[src/rtl/casc_pkg.sv]
`timescale 1ns/1ps
package casc_pkg;

   typedef enum logic [1:0] {
      OP_CLEAR = 2'd0,
      OP_LOAD  = 2'd1,
      OP_STEP  = 2'd2,
      OP_HOLD  = 2'd3
   } slice_op_e;

   // fixed priority: clear, then load, then step
   function automatic slice_op_e pick_op(input logic clr_n, input logic load_n,
                                         input logic step_ok);
      if (!clr_n)       return OP_CLEAR;
      else if (!load_n) return OP_LOAD;
      else if (step_ok) return OP_STEP;
      else              return OP_HOLD;
   endfunction

endpackage

[src/rtl/casc_carry.sv]
`timescale 1ns/1ps
module casc_carry #(
   parameter int STAGES    = 2,
   parameter bit LOOKAHEAD = 1'b1
) (
   input  logic              carry_en,
   input  logic [STAGES-1:0] term,
   output logic [STAGES-1:0] slice_en,
   output logic              carry_out
);

   generate
      if (STAGES < 1) begin : g_bad_stages
         $error("casc_carry: STAGES must be at least 1");
      end

      if (LOOKAHEAD) begin : g_look
         // each slice enable is a flat AND of all lower terminal flags
         for (genvar k = 0; k < STAGES; k++) begin : g_slice
            if (k == 0) begin : g_first
               assign slice_en[k] = carry_en;
            end else begin : g_upper
               assign slice_en[k] = carry_en & (&term[k-1:0]);
            end
         end
         assign carry_out = carry_en & (&term);
      end else begin : g_ripple
         // serial chain: each slice's carry feeds the next
         logic [STAGES:0] chain;
         assign chain[0] = carry_en;
         for (genvar k = 0; k < STAGES; k++) begin : g_slice
            assign slice_en[k]  = chain[k];
            assign chain[k+1]   = chain[k] & term[k];
         end
         assign carry_out = chain[STAGES];
      end
   endgenerate

endmodule

[src/rtl/casc_stage.sv]
`timescale 1ns/1ps
module casc_stage
   import casc_pkg::*;
#(
   parameter int W = 4
) (
   input  logic         clk,
   input  logic         clr_n,
   input  logic         load_n,
   input  logic         cnt_en,
   input  logic         slice_en,
   input  logic [W-1:0] din,
   output logic [W-1:0] q,
   output logic         term
);

   localparam logic [W-1:0] TOP_VAL = {W{1'b1}};

   generate
      if (W < 1) begin : g_bad_width
         $error("casc_stage: W must be at least 1");
      end
   endgenerate

   slice_op_e op;
   logic [W-1:0] cnt_r;

   always_comb op = pick_op(clr_n, load_n, cnt_en & slice_en);

   always_ff @(posedge clk) begin
      unique case (op)
         OP_CLEAR: cnt_r <= '0;
         OP_LOAD:  cnt_r <= din;
         OP_STEP:  cnt_r <= cnt_r + 1'b1;
         default:  cnt_r <= cnt_r;
      endcase
   end

   assign q    = cnt_r;
   assign term = (cnt_r == TOP_VAL);

   // checks armed once a clear has defined the state
   logic armed = 1'b0;
   always_ff @(posedge clk) armed <= armed | ~clr_n;

   a_r1_clear: assert property (@(posedge clk) disable iff (!armed)
      (!clr_n) |=> (q == '0));
   a_r2_load: assert property (@(posedge clk) disable iff (!armed)
      (clr_n && !load_n) |=> (q == $past(din)));
   a_r3_step: assert property (@(posedge clk) disable iff (!armed)
      (clr_n && load_n && cnt_en && slice_en) |=> (q == W'($past(q) + 1'b1)));
   a_r5_hold: assert property (@(posedge clk) disable iff (!armed)
      (clr_n && load_n && !(cnt_en && slice_en)) |=> $stable(q));

endmodule

[src/rtl/casc_count.sv]
`timescale 1ns/1ps
module casc_count #(
   parameter int STAGE_W   = 4,
   parameter int STAGES    = 2,
   parameter bit LOOKAHEAD = 1'b1
) (
   input  logic                        clk,
   input  logic                        clr_n,
   input  logic                        load_n,
   input  logic                        cnt_en,
   input  logic                        carry_en,
   input  logic [STAGE_W*STAGES-1:0]   din,
   output logic [STAGE_W*STAGES-1:0]   q,
   output logic                        carry_out
);

   localparam int TW = STAGE_W * STAGES;

   generate
      if (TW > 64) begin : g_bad_total
         $error("casc_count: total width above 64 bits");
      end
   endgenerate

   logic [STAGES-1:0] term;
   logic [STAGES-1:0] slice_en;

   casc_carry #(
      .STAGES    (STAGES),
      .LOOKAHEAD (LOOKAHEAD)
   ) u_carry (
      .carry_en  (carry_en),
      .term      (term),
      .slice_en  (slice_en),
      .carry_out (carry_out)
   );

   generate
      for (genvar k = 0; k < STAGES; k++) begin : g_stage
         casc_stage #(.W(STAGE_W)) u_stage (
            .clk      (clk),
            .clr_n    (clr_n),
            .load_n   (load_n),
            .cnt_en   (cnt_en),
            .slice_en (slice_en[k]),
            .din      (din[k*STAGE_W +: STAGE_W]),
            .q        (q[k*STAGE_W +: STAGE_W]),
            .term     (term[k])
         );
      end
   endgenerate

   logic armed = 1'b0;
   always_ff @(posedge clk) armed <= armed | ~clr_n;

   a_r6_carry_high: assert property (@(posedge clk) disable iff (!armed)
      carry_out |-> ((&q) && carry_en));
   a_r6_carry_gated: assert property (@(posedge clk) disable iff (!armed)
      (!carry_en) |-> !carry_out);
   a_r8_wide_step: assert property (@(posedge clk) disable iff (!armed)
      (clr_n && load_n && cnt_en && carry_en) |=> (q == TW'($past(q) + 1'b1)));
   a_r4_wrap: assert property (@(posedge clk) disable iff (!armed)
      (clr_n && load_n && cnt_en && carry_en && (&q)) |=> (q == '0));

endmodule

[config.mk]
export PLATFORM = sky130hd
export DESIGN_NAME = casc_count
export DESIGN_NICKNAME = d
export VERILOG_FILES = /design/src/rtl/casc_pkg.sv /design/src/rtl/casc_carry.sv /design/src/rtl/casc_stage.sv /design/src/rtl/casc_count.sv
export SDC_FILE = /design/constraint.sdc
export NUM_CORES = 1
export LEC_CHECK = 0
export BUFFER_PORTS_ARGS = -buffer_cell sky130_fd_sc_hd__buf_2
export CAP_MARGIN = 10
export CORE_AREA = 2 2 39 41
export CTS_CLUSTER_DIAMETER = 100
export DETAILED_ROUTE_END_ITERATION = 12
export DIE_AREA = 0 0 41 43
export GPL_TIMING_DRIVEN = 0
export MAX_ROUTING_LAYER = met4
export PLACE_DENSITY = 0.65
export SETUP_SLACK_MARGIN = 0.05
export SLEW_MARGIN = 20
export SYNTH_ARGS = -nofsm -noshare
export SYNTH_HDL_FRONTEND = slang
export SYNTH_SLANG_ARGS = --single-unit
[constraint.sdc]
create_clock -name clk -period 1.6 [get_ports clk]
set_input_delay 0.08 -clock clk [delete_from_list [all_inputs] [get_ports clk]]
set_output_delay 0.08 -clock clk [all_outputs]
set_load 0.02 [all_outputs]
==> flow_metrics.env, run 1 <==
export IMPL_cts_hold_buffers=0
export IMPL_syn_num_nets=55
export IMPL_post_synth_main_area_contributors="edfxtp_1 52%, a22o_2 6.6%, ha_1 5.5%"
export IMPL_setup_slack_ns=0.188
export IMPL_p_seq_frac=0.511
export IMPL_syn_to_final_growth_pct=35.0
export IMPL_rows=14
export IMPL_grt_pass1_vias=370
export IMPL_synth_seq_cells=8
export IMPL_fin_crit_ns=1.41
export IMPL_relSlewSlack=0.857
export IMPL_clk_pin_slew_ns=0.06
export IMPL_critPathCaptureType="register"
export IMPL_boundaryPins=22
export IMPL_p_sw_w=0.000142
export IMPL_viasPerCell=5.04
export IMPL_cpPeakStageDelay_ns=0.40
export IMPL_leakage_nw=0.280
export IMPL_timing_fmax_mhz=708
export IMPL_powerDensity_nw_per_um2=840
export IMPL_status="completed"
export IMPL_p_sw_frac=0.274
export IMPL_required_ns=1.58
export IMPL_die_area_um2=1760
export IMPL_cp_arrival_ns=1.39
export IMPL_seq_area_frac_synth=0.525
export IMPL_cts_sinks=8
export IMPL_cts_tree="yes"
export IMPL_syn_inst=40
export IMPL_antenna_left=0
export IMPL_finalSetupTns_ns=0
export IMPL_routabilityCongestion=0.784
export IMPL_worstSetupStartpointType="register"
export IMPL_setup_violations=0
export IMPL_grt_pass1_wl_um=1660
export IMPL_hold_path_class="in2reg"
export IMPL_fin_skew_ns=0.00339
export IMPL_cp_max_fo=4
export IMPL_synthesis_area_um2=458
export IMPL_dr_first_iter_drc_count=12
export IMPL_clk_insertion_delay_late_ns=0.26
export IMPL_p_total_w=0.000519
export IMPL_rsz0062_at_grt="false"
export IMPL_start_util=0.331
export IMPL_numCtsBuffers=3
export IMPL_io_buffers=21
export IMPL_dp_cells=77
export IMPL_final_max_slew_viol_count=0
export IMPL_crit_chain="ha_1, nand3_2, o211ai_1, buf_4"
export IMPL_syn_area_per_cell_um2=11.4
export IMPL_wl_um=1080
export IMPL_stdcell_count=81
export IMPL_timing_critical_path_buf_inv=1
export IMPL_multi_input_area_um2=208
export IMPL_antenna_found_initial=0
export IMPL_die_width_um=41
export IMPL_crit_type="reg2reg"
export IMPL_ys_warn_count=0
export IMPL_htree_num_levels=1
export IMPL_cts_buffer_depth=2
export IMPL_maxCapViolations=0
export IMPL_core_area_um2=1380
export IMPL_clockPowerShare=0.307
export IMPL_worst_path_max_delay_cell="edfxtp_1"
export IMPL_wl_per_cell_um=13.3
export IMPL_n_antenna_cell=0
export IMPL_grt_remaining_overflow=0
export IMPL_dr_pass1_iters=4
export IMPL_combinationalPowerShare=0.181
export IMPL_post_place_ws_ns=0.0477
export IMPL_synthDominantCellAreaShare=0.525
export IMPL_cp_top_family="flip-flops"
export IMPL_final_period_utilization=0.883
export IMPL_final_core_util=0.447
export IMPL_power_internal_w=0.000377
export IMPL_track_usage=0.148
export IMPL_register_area_um2=240
export IMPL_die_height_um=43
export IMPL_ir_worst_vdd_mv=0.222
export IMPL_drc=0
export IMPL_route_vias_total=408
export IMPL_synth_cell_types=17
export IMPL_cts_root_buffer="clkbuf_4"
export IMPL_drive_gt1_frac=0.492
export IMPL_final_nets=82
export IMPL_hold_viol=0
export IMPL_grt_start_max_net_pins=9
export IMPL_nFillCells=137
export IMPL_worst_pin_slew_ns=0.213
export IMPL_largest_reg_flops=8
export IMPL_synth_top_area_cell="edfxtp_1"
## logic make-up (layout without fill, tap and decap cells)
logic type,after synthesis,count (layout),synth area share
AO/OA/AOI/OAI,9,9,0.142
XOR/XNOR,4,4,0.0765
adder cells (fa/ha/maj),2,2,0.0546
buffers and inverters,2,27,0.0328
flip-flops,8,8,0.525
AND/OR/NAND/NOR,15,15,0.169
## synthesized netlist by cell type, drive strengths merged
library cell,count
nor2,2
nand4,2
inv,1
edfxtp,8
xor2,2
a22o,3
nand2,6
nand3,4
o21ai,4
o211ai,1
o31ai,1
ha,2
nor2b,1
buf,1
xnor2,2
## path summary, 6_finish.rpt
kind / startpoint / end / slack, ns / depth (start not counted)
worst max-delay path: g_stage[0].u_stage.q[0]$_DFFE_PP_ / g_stage[1].u_stage.q[1]$_DFFE_PP_ / 0.19 / 4
worst min-delay path: din[3] / g_stage[0].u_stage.q[3]$_DFFE_PP_ / 0.1 / 3
worst max register to register: g_stage[0].u_stage.q[0]$_DFFE_PP_ / g_stage[1].u_stage.q[1]$_DFFE_PP_ / 0.19 / 4
worst min register to register: g_stage[1].u_stage.q[0]$_DFFE_PP_ / g_stage[1].u_stage.q[0]$_DFFE_PP_ / 0.67 / 1
## layout by cell type, fill, tap and decap left out, types with 2 or more instances in the layout
cell type,instances
a22o_2,3
xnor2_1,2
xor2_1,2
o21ai_0,4
edfxtp_1,8
nand2_1,6
nand3_1,3
clkbuf_4,3
ha_1,2
buf_2,21
## cell type report
class | instances | share of cell area
Multi-Input combinational cell | 30 | 0.336
Timing Repair Buffer | 22 | 0.182
Sequential cell | 8 | 0.389
Clock buffer | 3 | 0.0364
Buffer | 1 | 0.0182
Tap cell | 16 | 0.0324
Inverter | 1 | 0.00607
## metrics by stage
| stage | instance area (µm²) | hold slack, ns |
|---|---|---|
| floorplan | 458 | 0.265 |
| global placement | 583 | 0.357 |
| detailed placement | 583 | 0.364 |
| CTS | 613 | 0.0978 |
| global route | 618 | 0.120 |
| finish | 618 | 0.0991 |
## tightest hold or removal path: stages
cell and delay (ns):
buf_2 0.07, nand2_1 0.03, o21ai_0 0.06
## timing repair
item                       CTS  global route
setup buffers                1             0
resized for setup            0             1
pin swaps                    1             0
setup endpoints to repair    4             4
## per-layer routing
metal / up-vias / global-route usage / wire length, µm
met5: - / - / 0
met4: 0 / 0.100 / 21
met3: 3 / 0.0157 / 68
met2: 14 / 0.216 / 542
met1: 190 / 0.184 / 444
li1: 201 / - / -
## power groups by stage
| stage | clock, W | combinational [W] | sequential (W) |
|---|---|---|---|
| after global routing | 0.000164 | 0.000106 | 0.000269 |
| after detailed placement | 0 | 0.0000911 | 0.000269 |
| after CTS | 0.000157 | 0.0000951 | 0.000265 |
| final | 0.000160 | 0.0000941 | 0.000266 |
| after global placement | 0 | 0.0000896 | 0.000269 |
| after floorplan | 0 | 0.0000325 | 0.000286 |
(Power assumes the default switching activity.)
==> run 2, diff against run 1 <==
RECOVER_POWER = 25   (was unset)
==> run 2 against run 1 <==
Net effect:
- core utilization fell by 0.18 points
- critical path depth did not move
- cell area fell by 0.40%
- sequential power barely moved
- sequential cell count did not move
- clock power barely moved
- hold slack did not move
- die area did not move
- via count did not move
- routed wire length barely moved
- sequential share of layout area rose by 0.16 points
- clock skew did not move
- critical path type unchanged
==> flow_metrics.env, run 2 (synthesis gave the netlist of run 1 again) <==
export IMPL_worstSetupStartpointType="register"
export IMPL_hold_ws_ns=0.0991
export IMPL_cp_arrival_ns=1.39
export IMPL_rsz0062_at_grt="false"
export IMPL_final_nets=82
export IMPL_htree_num_levels=1
export IMPL_layout_commonest_cell="buf_2"
export IMPL_largest_reg_flops=8
export IMPL_worst_pin_slew_ns=0.245
export IMPL_clk_pin_slew_ns=0.06
export IMPL_rows=14
export IMPL_fin_skew_ns=0.00339
export IMPL_worst_path_max_delay_cell="edfxtp_1"
export IMPL_powerDensity_nw_per_um2=843
export IMPL_fin_crit_ns=1.41
export IMPL_hold_path_class="in2reg"
export IMPL_grt_start_max_net_pins=9
export IMPL_wl_um=1080
export IMPL_final_period_utilization=0.883
export IMPL_required_ns=1.58
export IMPL_die_area_um2=1760
export IMPL_io_buffers=21
export IMPL_leakage_nw=0.273
export IMPL_cts_hold_buffers=0
export IMPL_antenna_left=0
export IMPL_timing_fmax_mhz=708
export IMPL_cts_tree="yes"
export IMPL_nFillCells=135
export IMPL_cpPeakStageDelay_ns=0.40
export IMPL_cts_buffer_depth=2
export IMPL_drc=0
export IMPL_ir_worst_vdd_mv=0.222
export IMPL_track_usage=0.148
export IMPL_critPathCaptureType="register"
export IMPL_syn_to_final_growth_pct=34.4
export IMPL_final_max_slew_viol_count=0
export IMPL_relSlewSlack=0.838
export IMPL_route_vias_total=408
export IMPL_cts_root_buffer="clkbuf_4"
export IMPL_maxCapViolations=0
export IMPL_dr_first_iter_drc_count=12
export IMPL_dr_pass1_iters=4
export IMPL_status="completed"
export IMPL_mostFrequentLayoutCells="19 x buf_2, 8 x edfxtp_1, 6 x nand2_1"
export IMPL_cts_sinks=8
export IMPL_start_util=0.331
export IMPL_viasPerCell=5.04
export IMPL_grt_pass1_wl_um=1660
export IMPL_grt_remaining_overflow=0
export IMPL_finalSetupTns_ns=0
export IMPL_routabilityCongestion=0.784
export IMPL_core_area_um2=1380
export IMPL_boundaryPins=22
export IMPL_hold_viol=0
export IMPL_drive_gt1_frac=0.462
export IMPL_cp_max_fo=4
export IMPL_n_antenna_cell=0
export IMPL_die_width_um=41
export IMPL_crit_chain="ha_1, nand3_2, o211ai_1, buf_4"
export IMPL_setup_violations=0
export IMPL_grt_pass1_vias=370
export IMPL_antenna_found_initial=0
export IMPL_numCtsBuffers=3
export IMPL_crit_type="reg2reg"
export IMPL_die_height_um=43
export IMPL_clk_insertion_delay_late_ns=0.26
export IMPL_wl_per_cell_um=13.3
run 2: what timing repair did:
item,4_1_cts,5_1_grt
setup endpoints to repair,4,4
pin swaps,1,0
setup buffers,1,0
resized for setup,0,1
run 2: path summary, 6_finish.rpt:
path / start / to / slack, ns / cells past startpoint
setup reg to reg: g_stage[0].u_stage.q[0]$_DFFE_PP_ / g_stage[1].u_stage.q[1]$_DFFE_PP_ / 0.19 / 4
hold reg to reg: g_stage[1].u_stage.q[0]$_DFFE_PP_ / g_stage[1].u_stage.q[0]$_DFFE_PP_ / 0.67 / 1
setup / recovery: g_stage[0].u_stage.q[0]$_DFFE_PP_ / g_stage[1].u_stage.q[1]$_DFFE_PP_ / 0.19 / 4
hold / removal: din[3] / g_stage[0].u_stage.q[3]$_DFFE_PP_ / 0.1 / 3
run 2: worst max-delay path, delay by kind of cell, from the launching register on:
family | cells | cell delay, ns
and+or+nand+nor | 1 | 0.14
AOI/OAI and AO/OA | 1 | 0.20
adders and majority gates | 1 | 0.22
DFF | 1 | 0.40
buffers and inverters | 1 | 0.16
run 2: final cells by class:
cell class | count | area, µm² | area share
Buffer | 1 | 11.3 | 0.0183
Clock buffer | 3 | 22.5 | 0.0366
Inverter | 1 | 3.75 | 0.00610
Multi-Input combinational cell | 30 | 208 | 0.337
Sequential cell | 8 | 240 | 0.390
Tap cell | 16 | 20.0 | 0.0325
Timing Repair Buffer | 22 | 110 | 0.179
run 2: metrics by stage:
stage | instance area, µm² | setup slack [ns] | instances | util | power (W)
finish | 616 | 0.188 | 81 | 0.445 | 0.000519
global placement | 583 | 0.0111 | 77 | 0.421 | 0.000358
detailed placement | 583 | 0.0477 | 77 | 0.421 | 0.000360
floorplan | 458 | 0.0852 | 40 | - | 0.000319
global route | 616 | 0.0823 | 81 | 0.445 | 0.000538
CTS | 613 | 0.144 | 81 | 0.443 | 0.000517
run 2: per-layer routing:
layer	track usage	vias up	wire length, µm
met2	0.216	14	541
met5	-	-	0
met4	0.100	0	21
met1	0.184	190	445
met3	0.0157	3	69
li1	-	201	-
run 2: power breakdown:
part	switching [W]	internal (W)	leakage (nW)
Combinational	0.0000529	0.0000405	0.171
Sequential	0.0000162	0.000250	0.0889
Clock	0.0000734	0.0000861	0.0138
